<file path="src/rtl/jsel_pkg.sv">
package jsel_pkg;
  localparam int unsigned SelW = 2;
  localparam int unsigned ReqW = 4;
  localparam int unsigned RspW = 2;

  typedef enum logic [SelW-1:0] {
    OWN_NONE = 2'd0,
    OWN_LC   = 2'd1,
    OWN_CPU  = 2'd2,
    OWN_DFT  = 2'd3
  } owner_e;

  typedef struct packed {
    logic tck;
    logic tms;
    logic trst;
    logic tdi;
  } jreq_t;

  typedef struct packed {
    logic tdo;
    logic oe;
  } jrsp_t;
endpackage

</file>
<file path="src/rtl/jsel_sync.sv">
module jsel_sync #(
  parameter int unsigned Stages = 2
) (
  input  logic clk_i,
  input  logic rst_ni,
  input  logic d_i,
  output logic q_o
);
  logic [Stages-1:0] stage_q;
  logic [Stages-1:0] stage_d;

  always_comb begin
    stage_d = {stage_q[Stages-2:0], d_i};
  end

  always_ff @(posedge clk_i or negedge rst_ni) begin
    if (!rst_ni) stage_q <= '0;
    else         stage_q <= stage_d;
  end

  assign q_o = stage_q[Stages-1];
endmodule

</file>
<file path="src/rtl/jsel_strap_reg.sv">
module jsel_strap_reg
  import jsel_pkg::*;
#(
  parameter int unsigned TestW = 2
) (
  input  logic             clk_i,
  input  logic             rst_ni,
  input  logic             strap_sample_i,
  input  logic             sel_hold_i,
  input  logic             dbg_ok_i,
  input  logic             test_ok_i,
  input  logic [SelW-1:0]  own_strap_i,
  input  logic [TestW-1:0] test_strap_i,
  output owner_e           owner_o,
  output logic [TestW-1:0] test_strap_o,
  output logic             test_vld_o
);
  logic [SelW-1:0]  own_q, own_d;
  logic [TestW-1:0] tst_q, tst_d;
  logic             vld_q, vld_d;
  logic             sample_now;
  logic             test_cap;

  assign sample_now = strap_sample_i || (test_ok_i && !sel_hold_i);
  assign test_cap   = strap_sample_i && test_ok_i;

  always_comb begin
    own_d = own_q;
    if (sample_now) begin
      own_d[0] = own_strap_i[0];
      if (dbg_ok_i) own_d = own_strap_i;
    end
  end

  always_comb begin
    tst_d = tst_q;
    vld_d = vld_q;
    if (test_cap) begin
      tst_d = test_strap_i;
      vld_d = 1'b1;
    end
  end

  always_ff @(posedge clk_i or negedge rst_ni) begin
    if (!rst_ni) begin
      own_q <= '0;
      tst_q <= '0;
      vld_q <= 1'b0;
    end else begin
      own_q <= own_d;
      tst_q <= tst_d;
      vld_q <= vld_d;
    end
  end

  assign owner_o      = owner_e'(own_q);
  assign test_strap_o = tst_q;
  assign test_vld_o   = vld_q;

  a_r4_hold_freezes_owner: assert property (@(posedge clk_i) disable iff (!rst_ni)
    sel_hold_i && !strap_sample_i |=> $stable(own_q));
  a_r3_bit1_needs_debug: assert property (@(posedge clk_i) disable iff (!rst_ni)
    !dbg_ok_i |=> $stable(own_q[1]));
  a_r2_bit0_follows_pad: assert property (@(posedge clk_i) disable iff (!rst_ni)
    strap_sample_i |=> own_q[0] == $past(own_strap_i[0]));
  a_r9_valid_sticky: assert property (@(posedge clk_i) disable iff (!rst_ni)
    vld_q |=> vld_q);
  a_r9_capture_only_when_allowed: assert property (@(posedge clk_i) disable iff (!rst_ni)
    !(strap_sample_i && test_ok_i) |=> $stable(tst_q));
endmodule

</file>
<file path="src/rtl/jsel_route.sv">
module jsel_route
  import jsel_pkg::*;
(
  input  owner_e          owner_i,
  input  logic            dbg_ok_i,
  input  logic            test_ok_i,
  input  logic            scan_mode_i,
  input  logic            sys_rst_ni,
  input  jreq_t           pad_req_i,
  input  jrsp_t           lc_rsp_i,
  input  jrsp_t           cpu_rsp_i,
  input  jrsp_t           dft_rsp_i,
  output jreq_t           lc_req_o,
  output jreq_t           cpu_req_o,
  output jreq_t           dft_req_o,
  output jrsp_t           pad_rsp_o
);
  logic  lc_act, cpu_act, dft_act;
  jreq_t fwd;

  assign lc_act  = (owner_i == OWN_LC);
  assign cpu_act = (owner_i == OWN_CPU) && dbg_ok_i;
  assign dft_act = (owner_i == OWN_DFT) && test_ok_i;

  always_comb begin
    fwd = pad_req_i;
    if (scan_mode_i) fwd.trst = sys_rst_ni;
  end

  assign lc_req_o  = lc_act  ? fwd : '0;
  assign cpu_req_o = cpu_act ? fwd : '0;
  assign dft_req_o = dft_act ? fwd : '0;

  always_comb begin
    pad_rsp_o = '0;
    unique case (1'b1)
      lc_act:  pad_rsp_o = lc_rsp_i;
      cpu_act: pad_rsp_o = cpu_rsp_i;
      dft_act: pad_rsp_o = dft_rsp_i;
      default: pad_rsp_o = '0;
    endcase
  end
endmodule

</file>
<file path="src/rtl/jtag_strap_sel.sv">
module jtag_strap_sel
  import jsel_pkg::*;
#(
  parameter int unsigned SyncStages = 2,
  parameter int unsigned TestW      = 2
) (
  input  logic             clk_i,
  input  logic             rst_ni,
  input  logic             scan_mode_i,
  input  logic             dbg_allow_i,
  input  logic             test_allow_i,
  input  logic             strap_sample_i,
  input  logic             sel_hold_i,
  input  logic [1:0]       own_strap_i,
  input  logic [TestW-1:0] test_strap_i,
  input  logic             pad_tck_i,
  input  logic             pad_tms_i,
  input  logic             pad_trst_i,
  input  logic             pad_tdi_i,
  output logic [3:0]       lc_req_o,
  output logic [3:0]       cpu_req_o,
  output logic [3:0]       dft_req_o,
  input  logic [1:0]       lc_rsp_i,
  input  logic [1:0]       cpu_rsp_i,
  input  logic [1:0]       dft_rsp_i,
  output logic             pad_tdo_o,
  output logic             pad_tdo_oe_o,
  output logic [TestW-1:0] test_strap_o,
  output logic             test_strap_vld_o
);
  logic   dbg_ok, test_ok;
  owner_e owner;
  jreq_t  pad_req, lc_req, cpu_req, dft_req;
  jrsp_t  pad_rsp;

  jsel_sync #(.Stages(SyncStages)) u_dbg_sync (
    .clk_i(clk_i), .rst_ni(rst_ni), .d_i(dbg_allow_i), .q_o(dbg_ok));
  jsel_sync #(.Stages(SyncStages)) u_test_sync (
    .clk_i(clk_i), .rst_ni(rst_ni), .d_i(test_allow_i), .q_o(test_ok));

  jsel_strap_reg #(.TestW(TestW)) u_strap (
    .clk_i(clk_i), .rst_ni(rst_ni),
    .strap_sample_i(strap_sample_i), .sel_hold_i(sel_hold_i),
    .dbg_ok_i(dbg_ok), .test_ok_i(test_ok),
    .own_strap_i(own_strap_i), .test_strap_i(test_strap_i),
    .owner_o(owner), .test_strap_o(test_strap_o), .test_vld_o(test_strap_vld_o));

  assign pad_req = '{tck: pad_tck_i, tms: pad_tms_i, trst: pad_trst_i, tdi: pad_tdi_i};

  jsel_route u_route (
    .owner_i(owner), .dbg_ok_i(dbg_ok), .test_ok_i(test_ok),
    .scan_mode_i(scan_mode_i), .sys_rst_ni(rst_ni), .pad_req_i(pad_req),
    .lc_rsp_i(jrsp_t'(lc_rsp_i)), .cpu_rsp_i(jrsp_t'(cpu_rsp_i)),
    .dft_rsp_i(jrsp_t'(dft_rsp_i)),
    .lc_req_o(lc_req), .cpu_req_o(cpu_req), .dft_req_o(dft_req),
    .pad_rsp_o(pad_rsp));

  assign lc_req_o     = lc_req;
  assign cpu_req_o    = cpu_req;
  assign dft_req_o    = dft_req;
  assign pad_tdo_o    = pad_rsp.tdo;
  assign pad_tdo_oe_o = pad_rsp.oe;

  a_r1_dbg_two_edges: assert property (@(posedge clk_i) disable iff (!rst_ni)
    $rose(dbg_ok) |-> $past(dbg_allow_i, 2));
  a_r1_test_two_edges: assert property (@(posedge clk_i) disable iff (!rst_ni)
    $rose(test_ok) |-> $past(test_allow_i, 2));
  a_r6_single_owner: assert property (@(posedge clk_i) disable iff (!rst_ni)
    $onehot0({|lc_req_o, |cpu_req_o, |dft_req_o}));
  a_r6_cpu_gated: assert property (@(posedge clk_i) disable iff (!rst_ni)
    !dbg_ok |-> cpu_req_o == 4'b0);
  a_r8_idle_no_drive: assert property (@(posedge clk_i) disable iff (!rst_ni)
    (lc_req_o == 4'b0 && cpu_req_o == 4'b0 && dft_req_o == 4'b0 &&
     (pad_tck_i || pad_tms_i || pad_tdi_i)) |-> !pad_tdo_oe_o && !pad_tdo_o);
  a_r7_scan_trst: assert property (@(posedge clk_i) disable iff (!rst_ni)
    scan_mode_i |-> !lc_req_o[1] || owner == OWN_LC);
endmodule

</file>
<file path="config.mk">
export PLATFORM = sky130hd
export DESIGN_NAME = jtag_strap_sel
export DESIGN_NICKNAME = d
export VERILOG_FILES = /design/src/rtl/jsel_pkg.sv /design/src/rtl/jsel_sync.sv /design/src/rtl/jsel_strap_reg.sv /design/src/rtl/jsel_route.sv /design/src/rtl/jtag_strap_sel.sv
export SDC_FILE = /design/constraint.sdc
export NUM_CORES = 1
export LEC_CHECK = 0
export BUFFER_PORTS_ARGS = -buffer_cell sky130_fd_sc_hd__buf_2
export CAP_MARGIN = 40
export CORE_AREA = 2 2 41 43
export DETAILED_ROUTE_END_ITERATION = 7
export DIE_AREA = 0 0 43 45
export PLACE_DENSITY = 0.69
export SKIP_LAST_GASP = 1
export SLEW_MARGIN = 5
export SYNTH_ARGS = -nofsm -noshare
export SYNTH_HDL_FRONTEND = slang
export SYNTH_SLANG_ARGS = --single-unit
</file>
<file path="constraint.sdc">
create_clock -name clk_i -period 1 [get_ports clk_i]
set_input_delay 0.2 -clock clk_i [delete_from_list [all_inputs] [get_ports clk_i]]
set_output_delay 0.2 -clock clk_i [all_outputs]
set_load 0.02 [all_outputs]
</file>
After elaboration in Yosys (flattened, before gate mapping)
Cells that the tools add are included.

storage, ports and cells
  word-level logic and storage cells = 21
  register bits = 9

cells by class
  equal/unequal tests = 3
  reductions and logical operators = 7
  muxes and demuxes = 5

operators with widths
  cell                                           number
  2-to-1 mux 4 bit                               3
  case mux 2 bit (3 select lines)                1
  == test 2 bit, second input constant           2
  logical AND 1 bit                              4
  == test 2 x 1 -> 1 bit, second input constant  1
  AND reduction 2 bit                            1
  logical NOT 1 bit                              1
  logical OR 1 bit                               1
  2-to-1 mux 1 bit                               1

Logic depth before layout (Yosys ltp)
Gate-level depths: netlist of the first run.

  depth after elaboration = 4
  depth in mapped cells = 3
  gate-level depth less buffers = 3

By module
Synthesis of the first run repeated with hierarchy kept, for this count alone.

second synthesis, totals
  cell total of the unflattened synthesis = 38
  area total of the unflattened synthesis = 464.2 µm²

by module, submodules not included
  module          times used  cells each  area an instance (µm²)  sequential area each (µm²)
  jsel_strap_reg  1           14          214.0                   125.1
  jsel_route      1           20          150.1                   0.0
  jsel_sync       2           2           50.0                    50.0

Least setup slack after synthesis of the first run
No wires, ideal clock.

  path kind = register to output
  start point = register u_strap.own_q[0], in the netlist u_strap.owner_o[0]
  end point = output cpu_req_o[1]
  path slack = -0.192 ns
  path buffers = 0
  data required time = 0.800 ns
  arrival = 0.992 ns
  stages on the path, launching flop included = 3
  cell sequence = dfrtp_1 -> and3b_1 -> nor2b_1

on the way
  word-level cells in the longest chain between the ends = 3

ends and longest elaborated chain
  item                      RTL line              text
  start: declaration        jsel_strap_reg.sv:18  logic [SelW-1:0] own_q, own_d;
  start signal: assignment  jsel_strap_reg.sv:50  own_q <= own_d;
  == test 2 bit             jsel_route.sv:22      assign cpu_act = (owner_i == OWN_CPU) && dbg_ok_i;
  logical AND 1 bit         jsel_route.sv:22
  2-to-1 mux 4 bit          jsel_route.sv:31      assign cpu_req_o = cpu_act ? fwd : '0;
  end: declaration          jtag_strap_sel.sv:21  output logic [3:0] cpu_req_o,

Every way passes these cells.

Worst setup path in the final report of the first run
  start point = register u_strap.own_q[1], in the netlist u_strap.owner_o[1]
  end point = output pad_tdo_oe_o

on the way
  word-level cells in the longest chain between the ends = 3
  elaborated cells between the ends (all ways) = 6

ends and longest elaborated chain
  item                                         RTL line                            text
  == test 2 bit, on equally long branches      jsel_route.sv:23, jsel_route.sv:22
  logical AND 1 bit, on equally long branches  jsel_route.sv:23, jsel_route.sv:22
  case mux 2 bit (3 select lines) (*)          jsel_route.sv:36                    unique case (1'b1)
  end: declaration                             jtag_strap_sel.sv:27                output logic pad_tdo_oe_o,

Every way passes the cells marked *; elsewhere a longest branch is shown, timed or not.

==> results of run 1 <==
-- layout by cell type (no fill, tap or decap) --
cell type	synthesis	final
buf_2	0	23
buf_6	0	15
dfrtp_1	9	9
and2_4	0	7
buf_4	0	5
nor2b_4	1	4
clkbuf_4	0	3
nand2_1	5	2
a22oi_2	0	2
nand2_2	0	2
and2_2	0	2
mux2_2	2	2
mux2_4	2	2
and2b_2	0	1
and3b_2	0	1
and3_4	0	1
mux2i_2	0	1
nand2_4	0	1
nand2b_1	1	1
o21ai_2	1	1
nor2_2	0	1
clkbuf_1	0	1
dlygate4sd3_1	0	1
-- power by group --
part	switching [mW]	internal [mW]	leakage, nW
registers	0.0195	0.395	0.102
logic	0.176	0.230	0.342
clock network	0.107	0.152	0.0150
-- logic make-up (layout without fill, tap and decap cells) --
logic type	after synthesis	count (layout)	share of synthesized area, %
compound gates	3	3	5.263
simple gates	23	23	31.03
buf+inv	0	48	0
flops	9	9	49.86
mux	5	5	13.85
-- registers in the layout, summed over array words and instances (netlist names) --
register	cells
u_dbg_sync.stage_q	2
u_strap.owner_o	2
u_strap.test_strap_o	2
u_strap.test_vld_o	1
u_test_sync.stage_q	2
-- routing by layer --
metal,part of all wire (%),track usage [%]
met1,34,11.56
met2,54,26.97
met3,11,1.600
met4,0.70,7.273
met5,0,0
-- path summary, 6_finish.rpt --
| check | start | endpoint | slack (ps) | depth (start not counted) |
|---|---|---|---|---|
| setup / recovery | u_strap.owner_o[1] | pad_tdo_oe_o | -470 | 4 |
| hold / removal | test_allow_i | u_test_sync.stage_q[0] | 60 | 1 |
| setup reg to reg | u_test_sync.stage_q[1] | u_strap.owner_o[1] | -180 | 4 |
| hold reg to reg | u_dbg_sync.stage_q[0] | u_dbg_sync.stage_q[1] | 350 | 0 |
| max in group asynchronous | rst_ni | u_strap.owner_o[1] | 450 | 3 |
| min in group asynchronous | rst_ni | u_dbg_sync.stage_q[1] | 420 | 3 |
-- metrics by stage --
| stage | cell area, um^2 | total power [mW] | hold slack, ps |
|---|---|---|---|
| final | 908.4 | 1.080 | 57.32 |
| after global routing | 908.4 | 1.139 | 46.85 |
| after CTS | 884.6 | 1.071 | 51.58 |
| after detailed placement | 749.5 | 0.7480 | 150.2 |
| after global placement | 749.5 | 0.7416 | 152.0 |
| after floorplan | 514.2 | 0.6140 | -95.59 |
-- repair_timing --
item                                    4_1_cts  5_1_grt
hold endpoints to repair                      9        0
resized for setup                            28        7
endpoints found under the setup margin       16       20
pin swaps                                     8        1
setup buffers                                 2        0
hold buffers                                  1        0
-- cell type report --
class / count / area [um^2] / share of cell area, %
Clock buffer: 4 / 26.28 / 2.893
Sequential cell: 9 / 225.2 / 24.79
Timing Repair Buffer: 44 / 331.6 / 36.50
Multi-Input combinational cell: 31 / 305.3 / 33.61
Tap cell: 16 / 20.02 / 2.204
==> results.cfg, run 1 <==
[global_routing]
grt_pass1_vias = 463
grt_usage_pct = 12.82
gr-total-overflow = 0
grt_pass1_wl_mm = 1.787
grt_max_degree = 10
antenna_found_initial = 0

[worst_setup_path]
worst-path-max-fanout = 6
cp.buffers_inverters = 1
cp_cell_sequence = and3b_2 > a22oi_2 > nand2_2 > buf_2
critPathRequiredTime_ps = 800
worst_setup_path_end_kind = output port
cp_top_family = flip-flops
critPathSlowestCell = dfrtp_1
critical_path_arrival_ps = 1270
start_kind = flip-flop
crit_type = flip-flop to output port
slowest_delay_ps = 390

[synth]
synth.top_cell.area_share_pct = 49.86
synthCells = 40
synth_common_cells = and2_1, dfrtp_1, nand2_1, nor2b_1
synth_fp_nets = 61
synth_seq_cells = 9
seq_area_frac_synth_pct = 49.86
avgSynthCellArea_um2 = 11.29
yosysWarnings = 0
synth_edf_count = 0
synth_area_leaders = dfrtp_1, and2_1, mux2_4
yosysTopAreaCell = dfrtp_1
ys.flop_type = dfrtp_1
synth-async-reset-ratio_pct = 100.0
synth_cell_types = 15
netlist_area_um2 = 451.7

[timing]
hold_violations = 0
rsz0062_at_grt = yes
skew_ps = 0.5755
tightest_slew_ps = 443.7
maxSlewHeadroom_pct = 69.83
slew_viol_final = 0
setup_violations = 18
fin_ws_ps = -471.7
fmax_ghz = 0.6795
setup_tns_ps = -5750
finalCritPeriodShare_pct = 147.2
period_needed_ps = 1472

[placement]
dp_slack_ps = -216.6
io_buffers = 37
place_congestion = 0.6896
post-place-cells = 97
hpwl_um = 858.7

[run_status]
status = complete, but fails checks
violations = negative setup slack

[clocking]
clock_path_buffers = 2
cts_root_buffer = clkbuf_4
clk_pin_slew_worst_paths_ps = 60
ctsHtreeMaxLevel = 1
cts_tree = built
insertion_delay_ps = 240
numCtsBuffers = 3
cts_num_sinks = 9

[route]
first_pass_iters = 2
via_count = 463
drt_iter0_markers = 3
ant_nets = 0
wirelength_mm = 1.142
drc = 0
vias_per_cell = 4.452
wl_per_cell_um = 10.98

[power]
leakage_nw = 0.4590
powerDensity_nw_per_um2 = 1189
peakVddDrop_mv = 1.081

[cells_and_area]
fin_cells = 104
num_antenna_cells = 0
fill_cells = 133
final_nets = 110
syn_to_final_growth_pct = 101.1
final_util_pct = 61.73
drive_gt1_share_pct = 84.09

[floorplanning]
start_util_pct = 30.70
dieArea_um2 = 1935
ioPinCount = 38
fp.dieH_um = 45
core_um2 = 1471
rows = 14
die_w_um = 43

[job]
cap_violations = 0

[hold_path]
min-delay-path-class = primary input to flip-flop
Note: power is estimated with default switching activity, not from simulation.
==> inputs of run 2 (changes only) <==
--- a/config.mk
+++ b/config.mk
@@ -10,7 +10,7 @@
 export CORE_AREA = 2 2 41 43
 export DETAILED_ROUTE_END_ITERATION = 7
 export DIE_AREA = 0 0 43 45
-export PLACE_DENSITY = 0.69
+export PLACE_DENSITY_LB_ADDON = 0.2
 export SKIP_LAST_GASP = 1
 export SLEW_MARGIN = 5
 export SYNTH_ARGS = -nofsm -noshare
==> results.cfg, run 2 (synthesized netlist as in run 1, its figures left out) <==
[run_status]
status = complete, but fails checks
violations = negative setup slack

[power]
powerDensity_nw_per_um2 = 1189
leakage_nw = 0.4571
peakVddDrop_mv = 0.8243
power.total_mw = 1.072

[timing]
fin_ws_ps = -490.5
fmax_ghz = 0.6709
maxSlewHeadroom_pct = 70.48
setup_violations = 17
slew_viol_final = 0
skew_ps = 3.471
holdWs_ps = 52.94
hold_violations = 0
tightest_slew_ps = 434.2
period_needed_ps = 1491
rsz0062_at_grt = yes
finalCritPeriodShare_pct = 149.1

[clocking]
cts_root_buffer = clkbuf_4
clock_path_buffers = 2
insertion_delay_ps = 250
cts_tree = built
numCtsBuffers = 3
cts_num_sinks = 9
ctsHtreeMaxLevel = 1
clk_pin_slew_worst_paths_ps = 60

[floorplanning]
core_um2 = 1471
rows = 14
dieArea_um2 = 1935
die_w_um = 43
ioPinCount = 38
fp.dieH_um = 45
start_util_pct = 30.70

[cells_and_area]
num_antenna_cells = 0
final_nets = 108
fill_cells = 129
syn_to_final_growth_pct = 99.72
fin_cells = 102
final_common_cell = buf_2
mostFrequentLayoutCells = buf_2, buf_6, dfrtp_1, and2_4, nor2b_4
drive_gt1_share_pct = 83.72
finalInstanceArea_um2 = 902.1

[worst_setup_path]
critical_path_arrival_ps = 1290
worst_setup_path_end_kind = output port
cp_cell_sequence = and3b_2 > a22oi_2 > nand2_2 > buf_2
r2r-start = u_test_sync.stage_q[1]
start_kind = flip-flop
crit_type = flip-flop to output port
cp_top_family = flip-flops
slowest_delay_ps = 410
critPathRequiredTime_ps = 800
critPathSlowestCell = dfrtp_1
cp.buffers_inverters = 1
worstSetupStartpoint = u_strap.owner_o[1]
worst-path-max-fanout = 6

[placement]
post-place-cells = 96
place_congestion = 0.7062
placedInstanceArea_um2 = 742.0
hpwl_um = 882.5
io_buffers = 37

[route]
via_count = 449
drc = 0
drt_iter0_markers = 2
first_pass_iters = 4
wl_per_cell_um = 10.81
ant_nets = 0
wirelength_mm = 1.103
vias_per_cell = 4.402

[global_routing]
grt_pass1_wl_mm = 1.814
grt_max_degree = 10
grt_usage_pct = 13.12
grt_pass1_vias = 446
gr-total-overflow = 0
antenna_found_initial = 0

[job]
cap_violations = 0

[hold_path]
min-delay-path-class = primary input to flip-flop
min_from = test_allow_i
[run 2: changes by cell type in the layout (fill, tap and decap cells not counted)]
cell,change
and2_2,+1
buf_2,-1
buf_4,-2
buf_6,+1
mux2_2,-1
mux2_4,+1
and2_4,-1
[run 2: per-stage QoR]
| stage | util [%] | setup WS, ps | setup TNS, ps |
|---|---|---|---|
| final | 61.31 | -490.5 | -6075 |
| after global routing | 61.31 | -577.2 | -7062 |
| after CTS | 59.44 | -516.7 | -6543 |
| after detailed placement | 50.43 | -226.3 | -2471 |
| after global placement | 50.43 | -218.8 | -2330 |
| after floorplan | - | -77.71 | -444.2 |
[run 2: path summary, 6_finish.rpt]
path	to	slack, ps	depth (start not counted)
setup / recovery	pad_tdo_oe_o	-490	4
max in group asynchronous	u_strap.test_vld_o	440	3
hold / removal	u_test_sync.stage_q[0]	50	1
hold reg to reg	u_dbg_sync.stage_q[1]	340	0
min in group asynchronous	u_dbg_sync.stage_q[1]	430	3
setup reg to reg	u_strap.owner_o[1]	-190	4
[run 2: layer usage]
layer / GRT usage, % / vias to the layer above / share of wire (%)
met5: 0 / - / 0
met4: 7.273 / 0 / 0
met3: 2.400 / 0 / 8.0
met2: 25.45 / 23 / 57
met1: 13.20 / 199 / 35
li1: - / 227 / -
[run 2: power by group]
| part | switching [mW] | internal [mW] |
|---|---|---|
| registers | 0.0218 | 0.395 |
| clock network | 0.109 | 0.153 |
| logic | 0.172 | 0.221 |
[run 2: final cells by class]
| cell class | instances | area [um^2] | area share [%] |
|---|---|---|---|
| timing repair buffer | 42 | 322.8 | 35.78 |
| multi-input combinational | 31 | 307.8 | 34.12 |
| sequential | 9 | 225.2 | 24.97 |
| clock buffer | 4 | 26.28 | 2.913 |
| tap | 16 | 20.02 | 2.219 |
[run 2: what timing repair did]
action                                  CTS  global route
endpoints found under the setup margin   17            20
pin swaps                                 7             2
gates cloned                              0             0
hold buffers                              1             0
endpoints found under the hold margin     9             0
buffers inserted                          1             0
resized for setup                        29             8
[run 2: worst register-to-register path, stage by stage, from the launching register on]
cell	delay, ps
dfrtp_1	390
buf_6	130
nor2b_4	120
o21ai_2	120
mux2_4	310
==> inputs of run 3 (changes only) <==
--- a/config.mk
+++ b/config.mk
@@ -5,6 +5,7 @@
 export SDC_FILE = /design/constraint.sdc
 export NUM_CORES = 1
 export LEC_CHECK = 0
+export ABC_AREA = 1
 export BUFFER_PORTS_ARGS = -buffer_cell sky130_fd_sc_hd__buf_2
 export CAP_MARGIN = 40
 export CORE_AREA = 2 2 41 43
==> constraint.sdc (replaced) <==
create_clock -name clk_i -period 1.2 [get_ports clk_i]
set_input_delay 0.24 -clock clk_i [delete_from_list [all_inputs] [get_ports clk_i]]
set_output_delay 0.24 -clock clk_i [all_outputs]
set_load 0.02 [all_outputs]
==> results.cfg, run 3 <==
[route]
wl_per_cell_um = 10.07
drc = 0
ant_nets = 0
drt_iter0_markers = 2
via_count = 545
first_pass_iters = 4
wirelength_mm = 1.229
vias_per_cell = 4.467

[run_status]
status = complete, but fails checks
violations = negative setup slack

[job]
cap_violations = 0

[synth]
synth_common_cells = nand2_1, nor2_1, dfrtp_1, inv_1, nand3_1
synth.top_cell.area_share_pct = 49.45
synthCells = 60
synth_edf_count = 0
yosysTopAreaCell = dfrtp_1
ys.flop_type = dfrtp_1
synth_area_leaders = dfrtp_1, nand2_1, nor2_1
synth_cell_types = 11
yosysMostFrequentCell = nand2_1
avgSynthCellArea_um2 = 7.591
netlist_area_um2 = 455.4
seq_area_frac_synth_pct = 49.45
synth-async-reset-ratio_pct = 100.0
synth_fp_nets = 81
synth_seq_cells = 9
yosysWarnings = 0

[power]
leakage_nw = 0.4591
peakVddDrop_mv = 0.5440
combPwrFrac_pct = 31.0
powerDensity_nw_per_um2 = 1055
swShare_pct = 31.34
intPower_mw = 0.5753
seqPwrFrac_pct = 42.1
p_sw_mw = 0.2626
clkPwrFrac_pct = 26.9

[hold_path]
min_from = dbg_allow_i
whs_path_depth = 1
min_to = u_dbg_sync.stage_q[0]
min-delay-path-class = primary input to flip-flop

[clocking]
clock_path_buffers = 2
cts_root_buffer = clkbuf_4
ctsHtreeMaxLevel = 1
insertion_delay_ps = 250
cts_num_sinks = 9
numCtsBuffers = 3
cts_tree = built
clk_pin_slew_worst_paths_ps = 60

[timing]
skew_ps = 0.1615
period_needed_ps = 1419
maxSlewHeadroom_pct = 79.64
fmax_ghz = 0.7049
tightest_slew_ps = 302.2
hold_violations = 0
setup_tns_ps = -2567
rsz0062_at_grt = yes
holdWs_ps = 89.27
slew_viol_final = 0
setup_violations = 14
fin_ws_ps = -218.5
finalCritPeriodShare_pct = 118.2

[worst_setup_path]
critical_path_arrival_ps = 1180
r2r-start = u_test_sync.stage_q[1]
critPathRequiredTime_ps = 960
worst_setup_path_end_kind = output port
worst-path-max-fanout = 5
reg2reg_setup_slack_ps = 220
worstSetupStartpoint = u_strap.owner_o[1]
rr_endpoint = u_strap.owner_o[0]
ff2ff_path_depth = 5
start_kind = flip-flop
crit_type = flip-flop to output port

[cells_and_area]
final_util_pct = 54.00
syn_to_final_growth_pct = 74.45
drive_gt1_share_pct = 52.83
final_common_cell = buf_2
final_nets = 128
fin_cells = 122
fill_cells = 154
num_antenna_cells = 0
mostFrequentLayoutCells = buf_2, nand2_1, buf_4, nor2_1, dfrtp_1

[global_routing]
gr-total-overflow = 0
grt_pass1_wl_mm = 1.945
grt_max_degree = 10
gr-usage-met1_pct = 15.33
grt-busiest-layer = met2
grtUsageMet3_pct = 3.200
grt_usage_pct = 13.50
grt_pass1_vias = 509
met2_usage_pct = 22.73
antenna_found_initial = 0

[floorplanning]
dieArea_um2 = 1935
core_um2 = 1471
rows = 14
ioPinCount = 38
die_w_um = 43
fp.dieH_um = 45
start_util_pct = 30.95

[placement]
place_congestion = 0.8320
hpwl_um = 933.6
post-place-cells = 116
io_buffers = 37
==> run 3: changes by cell type in the layout (fill, tap and decap cells not counted), sizes merged, moves of 2 or more <==
cell,before,now
nor2,1,13
nand2,5,15
and2,9,0
inv,0,9
nand3,0,7
mux2,4,0
nand4,0,4
nor2b,4,0
a22oi,2,0
==> run 3: what timing repair did <==
item                                    in CTS  in global routing
endpoints found under the setup margin      14                 14
endpoints found under the hold margin        9                  0
hold buffers                                 1                  0
buffers inserted                             0                  1
resized for setup                           11                 11
pin swaps                                    2                  3
==> run 3: how the worst max path moves through the flow <==
stage | end | slack (ps) | cells after the start
2_1_floorplan | lc_req_o[1] | 20 | 4
3_3_place_gp | pad_tdo_oe_o | 40 | 4
3_5_place_dp | cpu_req_o[1] | -10 | 4
4_1_cts | pad_tdo_oe_o | -230 | 4
5_1_grt | cpu_req_o[0] | -300 | 4
6_report | lc_req_o[1] | -220 | 4
==> run 3: power by group through the flow <==
stage,sequential [mW],combinational (mW),clock (mW)
after global routing,0.356,0.285,0.259
after floorplan,0.356,0.119,0
final,0.352,0.260,0.226
after detailed placement,0.351,0.218,0
after global placement,0.351,0.215,0
after CTS,0.350,0.233,0.243
==> run 3: layout make-up <==
| cell class | count | area, um^2 | share of cell area (%) |
|---|---|---|---|
| inverter | 9 | 33.78 | 4.252 |
| tap | 16 | 20.02 | 2.520 |
| clock buffer | 4 | 26.28 | 3.307 |
| sequential | 9 | 226.5 | 28.50 |
| multi-input combinational | 41 | 215.2 | 27.09 |
| timing repair buffer | 43 | 272.8 | 34.33 |
==> run 3: logic make-up after synthesis <==
| family | share of synthesized area (%) |
|---|---|
| and+or+nand+nor | 38.46 |
| AOI/OAI and AO/OA | 2.198 |
| buffers and inverters | 9.892 |
| DFF | 49.45 |
==> run 3: worst max-delay path: stages (launching register included) <==
cell     delay (ps)
dfrtp_2         470
nor2_4          160
inv_2            70
nor2_1           80
buf_4           140
==> run 3: layer usage <==
| layer | up-vias | routed length [um] |
|---|---|---|
| met1 | 234 | 468 |
| li1 | 281 | - |
| met4 | 0 | 6 |
| met2 | 28 | 647 |
| met3 | 2 | 106 |
| met5 | - | 0 |
==> run 3: stage by stage <==
| stage | setup WS [ps] | power [mW] | instance area [um^2] |
|---|---|---|---|
| 5_1_grt | -295.1 | 0.9001 | 794.5 |
| 2_1_floorplan | 17.78 | 0.4752 | 455.4 |
| 6_report | -218.5 | 0.8379 | 794.5 |
| 4_1_cts | -226.2 | 0.8261 | 749.5 |
| 3_3_place_gp | 39.30 | 0.5663 | 679.4 |
| 3_5_place_dp | -10.13 | 0.5688 | 679.4 |
